### src/rtl/cwb_pkg.sv
package cwb_pkg;
  typedef enum logic {
    DIR_IN  = 1'b0,
    DIR_OUT = 1'b1
  } xfer_dir_e;
endpackage

### src/rtl/cwb_parity.sv
// Parity bit that makes data plus parity carry an even (even_mode=1)
// or odd (even_mode=0) number of ones.
module cwb_parity #(
  parameter int CHAR_W = 6
) (
  input  logic [CHAR_W-1:0] data,
  input  logic              even_mode,
  output logic              par
);
  assign par = (^data) ^ ~even_mode;
endmodule

### src/rtl/cwb_link_ctrl.sv
// Link state: connection, direction, word length, parity sense,
// pending graceful termination, record-end event and the error flag.
module cwb_link_ctrl
  import cwb_pkg::*;
#(
  parameter int CNT_W = 2
) (
  input  logic             clk,
  input  logic             rst_n,
  input  logic             cfg_valid,
  input  logic             cfg_dir,
  input  logic [CNT_W-1:0] cfg_cpw,
  input  logic             cfg_even,
  input  logic             disc_now,
  input  logic             term_out,
  input  logic             in_eor,
  input  logic             buf_full,
  input  logic             err_set,
  output logic             conn,
  output xfer_dir_e        dir,
  output logic [CNT_W-1:0] cpw,
  output logic             even,
  output logic             term_pend,
  output logic             evt_eor,
  output logic             err
);
  logic             conn_q, conn_n;
  xfer_dir_e        dir_q, dir_n;
  logic [CNT_W-1:0] cpw_q, cpw_n;
  logic             even_q, even_n;
  logic             term_q, term_n;
  logic             evt_q, evt_n;
  logic             err_q, err_n;

  always_comb begin
    conn_n = conn_q;
    dir_n  = dir_q;
    cpw_n  = cpw_q;
    even_n = even_q;
    term_n = term_q;
    err_n  = err_q;
    evt_n  = 1'b0;
    if (cfg_valid) begin
      conn_n = 1'b1;
      dir_n  = xfer_dir_e'(cfg_dir);
      cpw_n  = cfg_cpw;
      even_n = cfg_even;
      term_n = 1'b0;
      err_n  = 1'b0;
    end else begin
      if (err_set) err_n = 1'b1;
      if (disc_now) begin
        conn_n = 1'b0;
        term_n = 1'b0;
      end else if (conn_q && dir_q == DIR_IN && in_eor) begin
        conn_n = 1'b0;
        evt_n  = 1'b1;
      end else if (conn_q && dir_q == DIR_OUT && term_q && !buf_full) begin
        conn_n = 1'b0;
        term_n = 1'b0;
        evt_n  = 1'b1;
      end else if (conn_q && dir_q == DIR_OUT && term_out) begin
        term_n = 1'b1;
      end
    end
  end

  always_ff @(posedge clk or negedge rst_n) begin
    if (!rst_n) begin
      conn_q <= 1'b0;
      dir_q  <= DIR_IN;
      cpw_q  <= '0;
      even_q <= 1'b0;
      term_q <= 1'b0;
      evt_q  <= 1'b0;
      err_q  <= 1'b0;
    end else begin
      conn_q <= conn_n;
      dir_q  <= dir_n;
      cpw_q  <= cpw_n;
      even_q <= even_n;
      term_q <= term_n;
      evt_q  <= evt_n;
      err_q  <= err_n;
    end
  end

  assign conn      = conn_q;
  assign dir       = dir_q;
  assign cpw       = cpw_q;
  assign even      = even_q;
  assign term_pend = term_q;
  assign evt_eor   = evt_q;
  assign err       = err_q;
endmodule

### src/rtl/cwb_word_store.sv
// Word register with left-aligned character slots, slot counter and
// full flag, shared by both directions; registered device output.
module cwb_word_store
  import cwb_pkg::*;
#(
  parameter  int CHAR_W    = 6,
  parameter  int MAX_CHARS = 4,
  localparam int WORD_W    = CHAR_W * MAX_CHARS,
  localparam int CNT_W     = $clog2(MAX_CHARS)
) (
  input  logic              clk,
  input  logic              rst_n,
  input  logic              clr,
  input  logic              conn,
  input  xfer_dir_e         dir,
  input  logic [CNT_W-1:0]  cpw,
  input  logic              term_pend,
  input  logic              in_stb,
  input  logic [CHAR_W-1:0] in_char,
  input  logic              in_eor,
  input  logic              mem_rd,
  input  logic              mem_wr,
  input  logic [WORD_W-1:0] mem_wdata,
  input  logic              out_req,
  input  logic              out_par_gen,
  output logic [WORD_W-1:0] word,
  output logic              full,
  output logic [CHAR_W-1:0] cur_char,
  output logic              in_take,
  output logic              in_over,
  output logic              out_under,
  output logic              out_valid,
  output logic [CHAR_W-1:0] out_data,
  output logic              out_par,
  output logic              evt_eow
);
  logic [WORD_W-1:0] word_q, word_n;
  logic [CNT_W-1:0]  cnt_q, cnt_n;
  logic              full_q, full_n;
  logic              vld_q, vld_n;
  logic [CHAR_W-1:0] dat_q, dat_n;
  logic              par_q, par_n;
  logic              eow_q, eow_n;

  logic in_act, out_act, last, out_take, wr_ok, rd_ok;
  logic [CHAR_W-1:0] slot [MAX_CHARS];

  for (genvar g = 0; g < MAX_CHARS; g++) begin : g_slot
    assign slot[g] = word_q[WORD_W-1-g*CHAR_W -: CHAR_W];
  end
  assign cur_char = slot[cnt_q];

  assign in_act    = conn && dir == DIR_IN;
  assign out_act   = conn && dir == DIR_OUT;
  assign last      = cnt_q == cpw;
  assign in_take   = in_stb && in_act && !full_q;
  assign in_over   = in_stb && in_act && full_q;
  assign out_take  = out_req && out_act && full_q;
  assign out_under = out_req && out_act && !full_q;
  assign wr_ok     = mem_wr && out_act && !full_q && !term_pend;
  assign rd_ok     = mem_rd && dir == DIR_IN && full_q;

  always_comb begin
    word_n = word_q;
    cnt_n  = cnt_q;
    full_n = full_q;
    vld_n  = 1'b0;
    dat_n  = '0;
    par_n  = 1'b0;
    eow_n  = 1'b0;
    if (clr) begin
      word_n = '0;
      cnt_n  = '0;
      full_n = 1'b0;
    end else begin
      if (rd_ok) begin
        word_n = '0;
        cnt_n  = '0;
        full_n = 1'b0;
      end
      if (wr_ok) begin
        word_n = mem_wdata;
        cnt_n  = '0;
        full_n = 1'b1;
      end
      if (in_take) begin
        for (int i = 0; i < MAX_CHARS; i++) begin
          if (cnt_q == CNT_W'(i)) word_n[WORD_W-1-i*CHAR_W -: CHAR_W] = in_char;
        end
        if (last) begin
          full_n = 1'b1;
          cnt_n  = '0;
          eow_n  = 1'b1;
        end else begin
          cnt_n = cnt_q + 1'b1;
        end
      end
      // record end with a partial word: unused slots are already zero
      if (in_eor && in_act && !full_n && cnt_n != '0) full_n = 1'b1;
      if (out_take) begin
        vld_n = 1'b1;
        dat_n = cur_char;
        par_n = out_par_gen;
        if (last) begin
          full_n = 1'b0;
          cnt_n  = '0;
          eow_n  = 1'b1;
        end else begin
          cnt_n = cnt_q + 1'b1;
        end
      end
    end
  end

  always_ff @(posedge clk or negedge rst_n) begin
    if (!rst_n) begin
      word_q <= '0;
      cnt_q  <= '0;
      full_q <= 1'b0;
      vld_q  <= 1'b0;
      dat_q  <= '0;
      par_q  <= 1'b0;
      eow_q  <= 1'b0;
    end else begin
      word_q <= word_n;
      cnt_q  <= cnt_n;
      full_q <= full_n;
      vld_q  <= vld_n;
      dat_q  <= dat_n;
      par_q  <= par_n;
      eow_q  <= eow_n;
    end
  end

  assign word      = word_q;
  assign full      = full_q;
  assign out_valid = vld_q;
  assign out_data  = dat_q;
  assign out_par   = par_q;
  assign evt_eow   = eow_q;
endmodule

### src/rtl/char_word_buffer.sv
module char_word_buffer
  import cwb_pkg::*;
#(
  parameter  int CHAR_W    = 6,
  parameter  int MAX_CHARS = 4,
  localparam int WORD_W    = CHAR_W * MAX_CHARS,
  localparam int CNT_W     = $clog2(MAX_CHARS)
) (
  input  logic              clk,
  input  logic              rst_n,
  input  logic              cfg_valid,
  input  logic              cfg_dir,
  input  logic [CNT_W-1:0]  cfg_cpw,
  input  logic              cfg_even,
  input  logic              disc_now,
  input  logic              term_out,
  input  logic              dev_in_strobe,
  input  logic [CHAR_W-1:0] dev_in_data,
  input  logic              dev_in_par,
  input  logic              dev_in_eor,
  input  logic              dev_out_req,
  output logic              dev_out_valid,
  output logic [CHAR_W-1:0] dev_out_data,
  output logic              dev_out_par,
  input  logic              mem_wr,
  input  logic [WORD_W-1:0] mem_wdata,
  input  logic              mem_rd,
  output logic [WORD_W-1:0] mem_rdata,
  output logic              connected,
  output logic              loaded,
  output logic              ready,
  output logic              err,
  output logic              evt_eow,
  output logic              evt_eor
);
  logic [1:0]        rst_pipe;
  logic              rst_int_n;
  logic              conn, even, term_pend, full;
  xfer_dir_e         dir;
  logic [CNT_W-1:0]  cpw;
  logic [CHAR_W-1:0] cur_char;
  logic              in_take, in_over, out_under;
  logic              exp_par, gen_par, par_err;

  // asynchronous assertion, synchronous release
  always_ff @(posedge clk or negedge rst_n) begin
    if (!rst_n) rst_pipe <= '0;
    else        rst_pipe <= {rst_pipe[0], 1'b1};
  end
  assign rst_int_n = rst_pipe[1];

  cwb_parity #(.CHAR_W(CHAR_W)) u_par_chk (
    .data(dev_in_data), .even_mode(even), .par(exp_par)
  );
  cwb_parity #(.CHAR_W(CHAR_W)) u_par_gen (
    .data(cur_char), .even_mode(even), .par(gen_par)
  );

  assign par_err = in_take && (dev_in_par != exp_par);

  cwb_link_ctrl #(.CNT_W(CNT_W)) u_ctrl (
    .clk       (clk),
    .rst_n     (rst_int_n),
    .cfg_valid (cfg_valid),
    .cfg_dir   (cfg_dir),
    .cfg_cpw   (cfg_cpw),
    .cfg_even  (cfg_even),
    .disc_now  (disc_now),
    .term_out  (term_out),
    .in_eor    (dev_in_eor),
    .buf_full  (full),
    .err_set   (par_err | in_over | out_under),
    .conn      (conn),
    .dir       (dir),
    .cpw       (cpw),
    .even      (even),
    .term_pend (term_pend),
    .evt_eor   (evt_eor),
    .err       (err)
  );

  cwb_word_store #(.CHAR_W(CHAR_W), .MAX_CHARS(MAX_CHARS)) u_store (
    .clk         (clk),
    .rst_n       (rst_int_n),
    .clr         (cfg_valid),
    .conn        (conn),
    .dir         (dir),
    .cpw         (cpw),
    .term_pend   (term_pend),
    .in_stb      (dev_in_strobe),
    .in_char     (dev_in_data),
    .in_eor      (dev_in_eor),
    .mem_rd      (mem_rd),
    .mem_wr      (mem_wr),
    .mem_wdata   (mem_wdata),
    .out_req     (dev_out_req),
    .out_par_gen (gen_par),
    .word        (mem_rdata),
    .full        (full),
    .cur_char    (cur_char),
    .in_take     (in_take),
    .in_over     (in_over),
    .out_under   (out_under),
    .out_valid   (dev_out_valid),
    .out_data    (dev_out_data),
    .out_par     (dev_out_par),
    .evt_eow     (evt_eow)
  );

  assign connected = conn;
  assign loaded    = (dir == DIR_IN) && full;
  assign ready     = conn && (dir == DIR_OUT) && !full && !term_pend;
endmodule

### config.mk
export PLATFORM = sky130hd
export DESIGN_NAME = char_word_buffer
export DESIGN_NICKNAME = d
export VERILOG_FILES = /design/src/rtl/cwb_pkg.sv /design/src/rtl/cwb_parity.sv /design/src/rtl/cwb_link_ctrl.sv /design/src/rtl/cwb_word_store.sv /design/src/rtl/char_word_buffer.sv
export SDC_FILE = /design/constraint.sdc
export NUM_CORES = 1
export LEC_CHECK = 0
export ABC_AREA = 0
export CORE_AREA = 2 2 74 76
export CTS_BUF_LIST = sky130_fd_sc_hd__clkbuf_4 sky130_fd_sc_hd__clkbuf_8 sky130_fd_sc_hd__clkbuf_16
export DETAILED_ROUTE_END_ITERATION = 16
export DIE_AREA = 0 0 76 78
export GPL_TIMING_DRIVEN = 0
export PLACE_DENSITY = 0.81
export SETUP_SLACK_MARGIN = 0.2
export SYNTH_ARGS = -nofsm -noshare
export SYNTH_HDL_FRONTEND = slang
export SYNTH_HIERARCHICAL = 1
export SYNTH_SLANG_ARGS = --single-unit
### constraint.sdc
create_clock -name clk -period 3.5 [get_ports clk]
set_clock_uncertainty 0.2 [all_clocks]
set_input_delay 0.875 -clock clk [delete_from_list [all_inputs] [get_ports clk]]
set_output_delay 0.875 -clock clk [all_outputs]
set_load 0.01 [all_outputs]
==> results.txt, run 1 <==
----------------------------------------------------
[Final layout]
  Fraction of final layout cells sized beyond drive strength 1 ... 0.1222
  Number of nets in the finished design ... 359
  Antenna Diode Count ... 0
  Area growth, synth to finish ... 42.11%

[Worst hold path]
  Tightest Hold Check Type ... reg2async

[Floorplan]
  Die outline area ... 5928 um^2
  Die Span Y ... 78 um
  Boundary pin count ... 83
  Number of rows in the core area ... 26
  Starting Density ... 0.4873
  Area inside the core boundary ... 5042 um^2
  Die boundary width ... 76 um

[Synth]
  Cell types with the largest area share after synthesis ... sky130_fd_sc_hd__dfrtp_1, sky130_fd_sc_hd__a222oi_1, sky130_fd_sc_hd__mux4_2
  Count of unique library cells instantiated by Yosys ... 44
  Gate count of the mapped netlist ... 219
  Portion of synthesized cell area occupied by the leading cell type ... 0.4684
  Share of synthesized area occupied by flip-flops and latches ... 0.4684
  Largest area contributor in the synthesized netlist ... sky130_fd_sc_hd__dfrtp_1
  Post-synthesis area per instance ... 11.22 um^2
  Fraction of registers with async set or reset after synthesis ... 1.000
  Flop and latch count out of synthesis ... 46
  Combined area of all synthesized cells ... 2457 um^2
  Number of nets in the synthesized netlist ... 268
  Synth Flop Type ... sky130_fd_sc_hd__dfrtp_1
  Warnings from Yosys ... 6
  Number of synthesized flops with an enable pin ... 0

[Clocking]
  Number of sinks on the clock net ... 46
  Number of resized instances in the post-cts repair step ... 0
  Longest Clk Path Bufs ... 2
  CTS tree ... yes
  Depth of the CTS H-tree ... 2
  Clock edge transition at the registers on the reported setup and hold paths ... 0.09 ns
  TritonCTS Buffers ... 5
  Cell at the root of the clock tree ... sky130_fd_sc_hd__clkbuf_8
  Clock latency on the worst-skew pair ... 0.30 ns

[Worst setup path]
  FF-to-FF path depth ... 5
  Worst setup path endpoint ... u_ctrl/err
  Critical path type ... in2reg
  Reg2reg start ... u_store/cnt_q[1]
  Maximum fanout count along the critical path ... 5
  CP Launch Point ... dev_in_data[4]
  Critical path data arrival time ... 2.80 ns
  FF-to-FF setup slack ... 1.15 ns
  Type of origin of the critical path ... primary input
  Destination of the worst register-to-register timing path ... u_store/out_par
  Required time worst endpoint ... 3.48 ns
  Endpoint type of the worst setup path ... register

[Drt]
  Via-to-Cell Ratio ... 6.097
  Initial DRT Pass Iterations ... 6
  Average detailed-routed wire length per instance ... 19.67 um
  Starting DRC count in detailed routing ... 321
  DRC ... 0
  Total wire length ... 7495 um
  Routed Antenna Nets ... 0
  Via count ... 2,323

[Global routing]
  GRT overflow ... 0
  Global-route wire length before repair ... 12,010 um
  Overall Global Routing Usage ... 0.2617
  Maximum number of pins on one net before global-route repair ... 34
  Number of global-route vias before repair ... 2,364
  Antenna violations before repair ... 0

[Timing]
  Hold violation total from the final report ... 0
  Worst rel slew slack ... 0.5719
  Final hold slack ... 0.04064 ns
  Unrepaired setup endpoints after global routing ... no
  Portion of the clock cycle consumed by the worst path in the final layout ... 0.8033
  Total count of max-transition violations in the final report ... 0
  Worst-margin pin slew ... 0.6422 ns
  Post-layout minimum cycle time ... 2.811 ns
  Total negative slack for setup checks ... 0 ns
  Total of endpoints with negative setup slack in the final report ... 0
  Max Freq ... 0.3557 GHz

[Power]
  Peak VDD IR ... 204.1 uV
  Power density cells ... 374.2 nW/um^2
  Reported leakage power ... 1.461 nW

[Status]
  Outcome ... complete, no violations

[Job]
  Max-Cap Viols ... 0

[Place]
  Placer congestion estimate ... 0.8975
  Dpl hpwl ... 5373 um
  Count of buffers from port buffering ... 82

----------------------------------------------------
[layout by cell type (no fill, tap or decap), types with 2 or more instances in the layout]
cell type                         netlist  routed
sky130_fd_sc_hd__a211oi_1               4       4
sky130_fd_sc_hd__a21oi_1                3       3
sky130_fd_sc_hd__a222oi_1              22      22
sky130_fd_sc_hd__and2_1                 8       8
sky130_fd_sc_hd__buf_2                  7       7
sky130_fd_sc_hd__buf_6                  2       2
sky130_fd_sc_hd__clkbuf_1               4       4
sky130_fd_sc_hd__clkbuf_8               0       6
sky130_fd_sc_hd__clkdlybuf4s50_1        0      82
sky130_fd_sc_hd__dfrtp_1               46      45
sky130_fd_sc_hd__ha_1                   4       4
sky130_fd_sc_hd__inv_1                  7       7
sky130_fd_sc_hd__mux2_2                 4       4
sky130_fd_sc_hd__mux4_2                 6       6
sky130_fd_sc_hd__nand2_1                8       8
sky130_fd_sc_hd__nand3b_1               2       2
sky130_fd_sc_hd__nor2_1                29      29
sky130_fd_sc_hd__nor2b_1                2       2
sky130_fd_sc_hd__nor3_1                24      24
sky130_fd_sc_hd__o21ai_0                2       2
sky130_fd_sc_hd__o32ai_1                2       2
sky130_fd_sc_hd__xnor2_1                4       4
sky130_fd_sc_hd__xnor3_1                4       4
sky130_fd_sc_hd__xor2_1                 3       3
[how the worst min path moves through the flow]
stage                                   to  slack (ns)  cells past startpoint
after global routing      u_store/word[12]        0.07                      1
final                     u_store/word[19]        0.04                      1
after detailed placement   u_store/word[8]       -0.05                      0
after CTS                 u_store/word[13]        0.06                      1
after floorplan                rst_pipe[1]        0.13                      0
after global placement         rst_pipe[1]        0.14                      0
[what timing repair did]
| action | 4_1_cts | 5_1_grt |
|---|---|---|
| endpoints found under the hold margin | 11 | 0 |
| buffers inserted | 0 | 0 |
| hold buffers | 1 | 0 |
[worst max-delay path, stage by stage]
cell	delay, ns
sky130_fd_sc_hd__clkdlybuf4s50_1	0.54
sky130_fd_sc_hd__xnor2_1	0.40
sky130_fd_sc_hd__xnor3_1	0.39
sky130_fd_sc_hd__xor2_1	0.17
sky130_fd_sc_hd__a211o_1	0.28
sky130_fd_sc_hd__nor2_1	0.10
sky130_fd_sc_hd__nor2_1	0.05
[cell families after synthesis]
kind of cell             Yosys count  synth area share
AO/OA/AOI/OAI                     41            0.1497
XOR/XNOR                          11           0.06161
adder cells (fa/ha/maj)            4           0.02037
buffers and inverters             21           0.04328
flip-flops                        46            0.4684
multiplexers                      10           0.07332
other                              1          0.001526
AND/OR/NAND/NOR                   85            0.1818
[Yosys cell counts, types with 2 or more instances]
cell type and instances:
sky130_fd_sc_hd__nand2_1 8, sky130_fd_sc_hd__clkbuf_1 4, sky130_fd_sc_hd__a211oi_1 4, sky130_fd_sc_hd__o21ai_0 2, sky130_fd_sc_hd__a21oi_1 3, sky130_fd_sc_hd__nor2_1 29, sky130_fd_sc_hd__o32ai_1 2, sky130_fd_sc_hd__a222oi_1 22
sky130_fd_sc_hd__dfrtp_1 46, sky130_fd_sc_hd__mux4_2 6, sky130_fd_sc_hd__ha_1 4, sky130_fd_sc_hd__buf_2 7, sky130_fd_sc_hd__xnor3_1 4, sky130_fd_sc_hd__mux2_2 4, sky130_fd_sc_hd__inv_1 7, sky130_fd_sc_hd__xor2_1 3
sky130_fd_sc_hd__and2_1 8, sky130_fd_sc_hd__nor2b_1 2, sky130_fd_sc_hd__buf_6 2, sky130_fd_sc_hd__nor3_1 24, sky130_fd_sc_hd__xnor2_1 4, sky130_fd_sc_hd__nand3b_1 2
[where the power goes]
| part | total [mW] | leakage (nW) | internal, mW | switching [mW] |
|---|---|---|---|---|
| clock | 0.350 | 0.0517 | 0.167 | 0.183 |
| combinational | 0.360 | 0.793 | 0.203 | 0.157 |
| sequential | 0.597 | 0.616 | 0.562 | 0.0346 |
[per-stage QoR]
| step | total power, mW | instance area [um^2] | utilization | cells | worst slack [ns] |
|---|---|---|---|---|---|
| floorplan | 0.7991 | 2457 | - | 219 | 1.173 |
| detailed placement | 0.9605 | 3387 | 0.6717 | 372 | 0.4210 |
| global placement | 0.9509 | 3366 | 0.6675 | 371 | 0.4482 |
| finish | 1.307 | 3492 | 0.6926 | 381 | 0.6885 |
| CTS | 1.303 | 3492 | 0.6926 | 381 | 0.7256 |
| global route | 1.361 | 3492 | 0.6926 | 381 | 0.6015 |
[area by class of cell]
class | instances | area, um^2
timing repair buffer | 84 | 850.8
clock inverter | 1 | 5.005
inverter | 7 | 26.28
tap | 70 | 87.58
fill | 378 | 1550
multi-input combinational | 152 | 1200
buffer | 14 | 80.08
sequential | 46 | 1152
clock buffer | 7 | 90.09
[routing by layer]
metal / up-vias / part of all wire / GRT usage
met5: - / 0 / 0
met4: 0 / 0.023 / 0.1127
met3: 17 / 0.11 / 0.07326
met2: 168 / 0.49 / 0.4143
met1: 1120 / 0.37 / 0.3400
li1: 1018 / - / -
[registers in the layout (all words and copies together), names as in the netlist]
| register | count |
|---|---|
| u_ctrl/cpw | 2 |
| u_ctrl/even | 1 |
| u_ctrl/conn | 1 |
| u_store/evt_eow | 1 |
| u_store/out_par | 1 |
| u_store/cnt_q | 2 |
| u_ctrl/dir | 1 |
| u_store/full | 1 |
| u_store/out_data | 6 |
| u_ctrl/evt_eor | 1 |
| u_ctrl/err | 1 |
| u_ctrl/term_pend | 1 |
| rst_pipe | 2 |
| u_store/out_valid | 1 |
| u_store/word | 24 |
Note: power is estimated with default switching activity, not from simulation.
==> inputs of run 2 (changes only) <==
CORE_AREA = 2 2 81 83   (was 2 2 74 76)
DIE_AREA = 0 0 83 85   (was 0 0 76 78)
PLACE_DENSITY = 0.71   (was 0.81)
clock period = 2.3 ns   (was 3.5 ns; I/O delays follow)
==> results.txt, run 2 (synthesis results as in run 1) <==
----------------------------------------------------
[Status]
  Outcome ... finished with violations
  Violated checks ... hold timing

[Worst setup path]
  CP Launch Point ... u_store/cnt_q[0]
  Buffering stage count on the worst path with inverters included ... 1 (unchanged)
  Top delay family on crit path ... XOR/XNOR gates
  Endpoint type of the worst setup path ... register
  Worst setup path endpoint ... u_store/out_par
  Reg2reg start ... u_store/cnt_q[0]
  Critical path type ... reg2reg
  Critical path data arrival time ... 2.10 ns (-0.70 ns)
  Critical Path Max Stage Delay ... 0.55 ns (about the same)
  Required time worst endpoint ... 2.31 ns (-1.17 ns)
  Maximum fanout count along the critical path ... 6 (+1)
  FF-to-FF setup slack ... 0.21 ns (-0.94 ns)
  Master of the slowest instance on the critical path ... sky130_fd_sc_hd__mux4_2
  Cell depth of the worst setup path ... 5 (-2)
  Crit path cell chain ... buf_6 -> mux4_2 -> xor2_1 -> xnor3_1 -> and2_1
  Destination of the worst register-to-register timing path ... u_store/out_par
  Type of origin of the critical path ... register
  FF-to-FF path depth ... 5 (unchanged)

[Drt]
  Initial DRT Pass Iterations ... 5 (-1)
  Average detailed-routed wire length per instance ... 19.40 um (-1.4%)
  Routed Antenna Nets ... 0 (unchanged)
  Total wire length ... 7739 um (+3.3%)
  Via-to-Cell Ratio ... 5.767 (-5.4%)
  DRC ... 0 (unchanged)
  Via count ... 2,301 (-0.95%)
  Starting DRC count in detailed routing ... 298 (-7.2%)

[Clocking]
  Depth of the CTS H-tree ... 2 (unchanged)
  CTS tree ... yes
  Clock latency on the worst-skew pair ... 0.31 ns (about the same)
  Number of sinks on the clock net ... 46 (unchanged)
  Cell at the root of the clock tree ... sky130_fd_sc_hd__clkbuf_8
  TritonCTS Buffers ... 5 (unchanged)
  Clock edge transition at the registers on the reported setup and hold paths ... 0.09 ns (about the same)
  Longest Clk Path Bufs ... 2 (unchanged)
  Hold bufs inserted after CTS ... 0 (-1)

[Global routing]
  Met1 Use GR ... 0.2919 (-0.04813)
  Global-route wire length before repair ... 12,160 um (+1.2%)
  Maximum number of pins on one net before global-route repair ... 29 (-15%)
  GR met3 Demand/Resource ... 0.06031 (-0.01294)
  Number of global-route vias before repair ... 2,348 (-0.68%)
  GRT overflow ... 0 (unchanged)
  GR Layer Usage met2 ... 0.3570 (-0.05725)
  Antenna violations before repair ... 0 (unchanged)
  Overall Global Routing Usage ... 0.2197 (-0.04206)
  Grt peak-use layer ... met2

[Floorplan]
  Die outline area ... 7055 um^2 (+19%)
  Die boundary width ... 83 um (+9.2%)
  Boundary pin count ... 83 (unchanged)
  Die Span Y ... 85 um (+9.0%)
  Starting Density ... 0.3960 (-0.09130)
  Number of rows in the core area ... 29 (+12%)
  Area inside the core boundary ... 6205 um^2 (+23%)

[Final layout]
  Fraction of final layout cells sized beyond drive strength 1 ... 0.1988 (+0.07657)
  Number of flip-flops under the largest register name ... 24 (unchanged)
  Area growth, synth to finish ... 46.74%
  Commonest non-fill, non-tap cell in the layout ... sky130_fd_sc_hd__clkdlybuf4s50_1
  Util after Layout ... 0.5812 (-0.1114)
  Antenna Diode Count ... 0 (unchanged)
  Number of nets in the finished design ... 370 (+3.1%)
  Commonest cells after routing, fill and taps aside ... sky130_fd_sc_hd__clkdlybuf4s50_1, sky130_fd_sc_hd__dfrtp_1, sky130_fd_sc_hd__nor2_1
  Number of inserted filler cells in the final layout ... 529 (+40%)

[Timing]
  Total count of max-transition violations in the final report ... 0 (unchanged)
  Portion of the clock cycle consumed by the worst path in the final layout ... 0.9098
  Max Freq ... 0.4779 GHz
  Worst rel slew slack ... 0.6122 (+0.04032)
  Unrepaired setup endpoints after global routing ... yes
  Post-layout minimum cycle time ... 2.092 ns
  Hold violation total from the final report ... 7 (+7)
  Worst-margin pin slew ... 0.5817 ns (-0.06049 ns)
  Final hold slack ... -0.001676 ns (-0.04232 ns)
  Total of endpoints with negative setup slack in the final report ... 0 (unchanged)

[Place]
  Dpl hpwl ... 5451 um (+1.5%)
  Placer congestion estimate ... 0.8651 (-3.6%)
  Count of buffers from port buffering ... 82 (unchanged)

[Power]
  Reported leakage power ... 1.564 nW (+7.1%)
  Sum of internal, switching and leakage power ... 1.993 mW (+53%)
  Power density cells ... 552.8 nW/um^2 (+48%)
  Peak VDD IR ... 369.4 uV (+81%)

[Job]
  Max-Cap Viols ... 0 (unchanged)

[Worst hold path]
  Tightest Hold Check Type ... reg2async

----------------------------------------------------
-- run 2: area by class of cell --
cell class / instances / area [um^2] / share of cell area
multi-input cells: 152 / 1220 / 0.3383
flip-flops and latches: 46 / 1156 / 0.3206
repair buffers: 95 / 910.9 / 0.2526
plain buffers: 14 / 106.4 / 0.02949
well taps: 77 / 96.34 / 0.02672
clock buffers: 5 / 68.82 / 0.01908
inverters: 7 / 26.28 / 0.007287
clock inverters: 3 / 21.27 / 0.005899
-- run 2: worst register-to-register path, cell delays in order (launching register included) --
cell,delay [ns]
sky130_fd_sc_hd__dfrtp_1,0.38
sky130_fd_sc_hd__buf_6,0.16
sky130_fd_sc_hd__mux4_2,0.55
sky130_fd_sc_hd__xor2_1,0.17
sky130_fd_sc_hd__xnor3_1,0.40
sky130_fd_sc_hd__and2_1,0.14
-- run 2: through the flow --
step	setup slack [ns]	setup TNS, ns	instances	instance area (um^2)
floorplan	0.2432	0	219	2460
CTS	0.2015	0	396	3577
detailed placement	-0.4352	-4.353	379	3398
global placement	-0.4663	-3.158	378	3377
finish	0.2075	0	399	3606
global route	0.1591	0	399	3606
-- run 2: how the worst min path moves through the flow --
stage                      from                   to  slack (ns)  cells after the start
floorplan                 rst_n          rst_pipe[0]        0.08                      0
global placement    rst_pipe[0]          rst_pipe[1]        0.14                      0
detailed placement  rst_pipe[1]  u_store/out_data[2]       0.003                      0
CTS                 rst_pipe[1]  u_store/out_data[2]        0.01                      0
global route        rst_pipe[1]  u_store/out_data[2]        0.04                      0
finish              rst_pipe[1]  u_store/out_data[2]      -0.002                      0
-- run 2: what timing repair did --
action | CTS | global route
pin swaps | 3 | 9
resized for setup | 22 | 23
setup endpoints to repair | 28 | 29
endpoints found under the hold margin | 0 | 0
buffers inserted | 9 | 3
-- run 2: per-layer routing --
layer | vias up | share of wire
met5 | - | 0
li1 | 1041 | -
met4 | 0 | 0.014
met3 | 10 | 0.089
met1 | 1118 | 0.41
met2 | 132 | 0.49
-- run 2: power breakdown --
group          switching, mW  total [mW]  internal [mW]
Sequential            0.0470       0.904          0.857
Combinational          0.252       0.580          0.328
Clock                  0.296       0.510          0.214
Total                  0.595        1.99           1.40
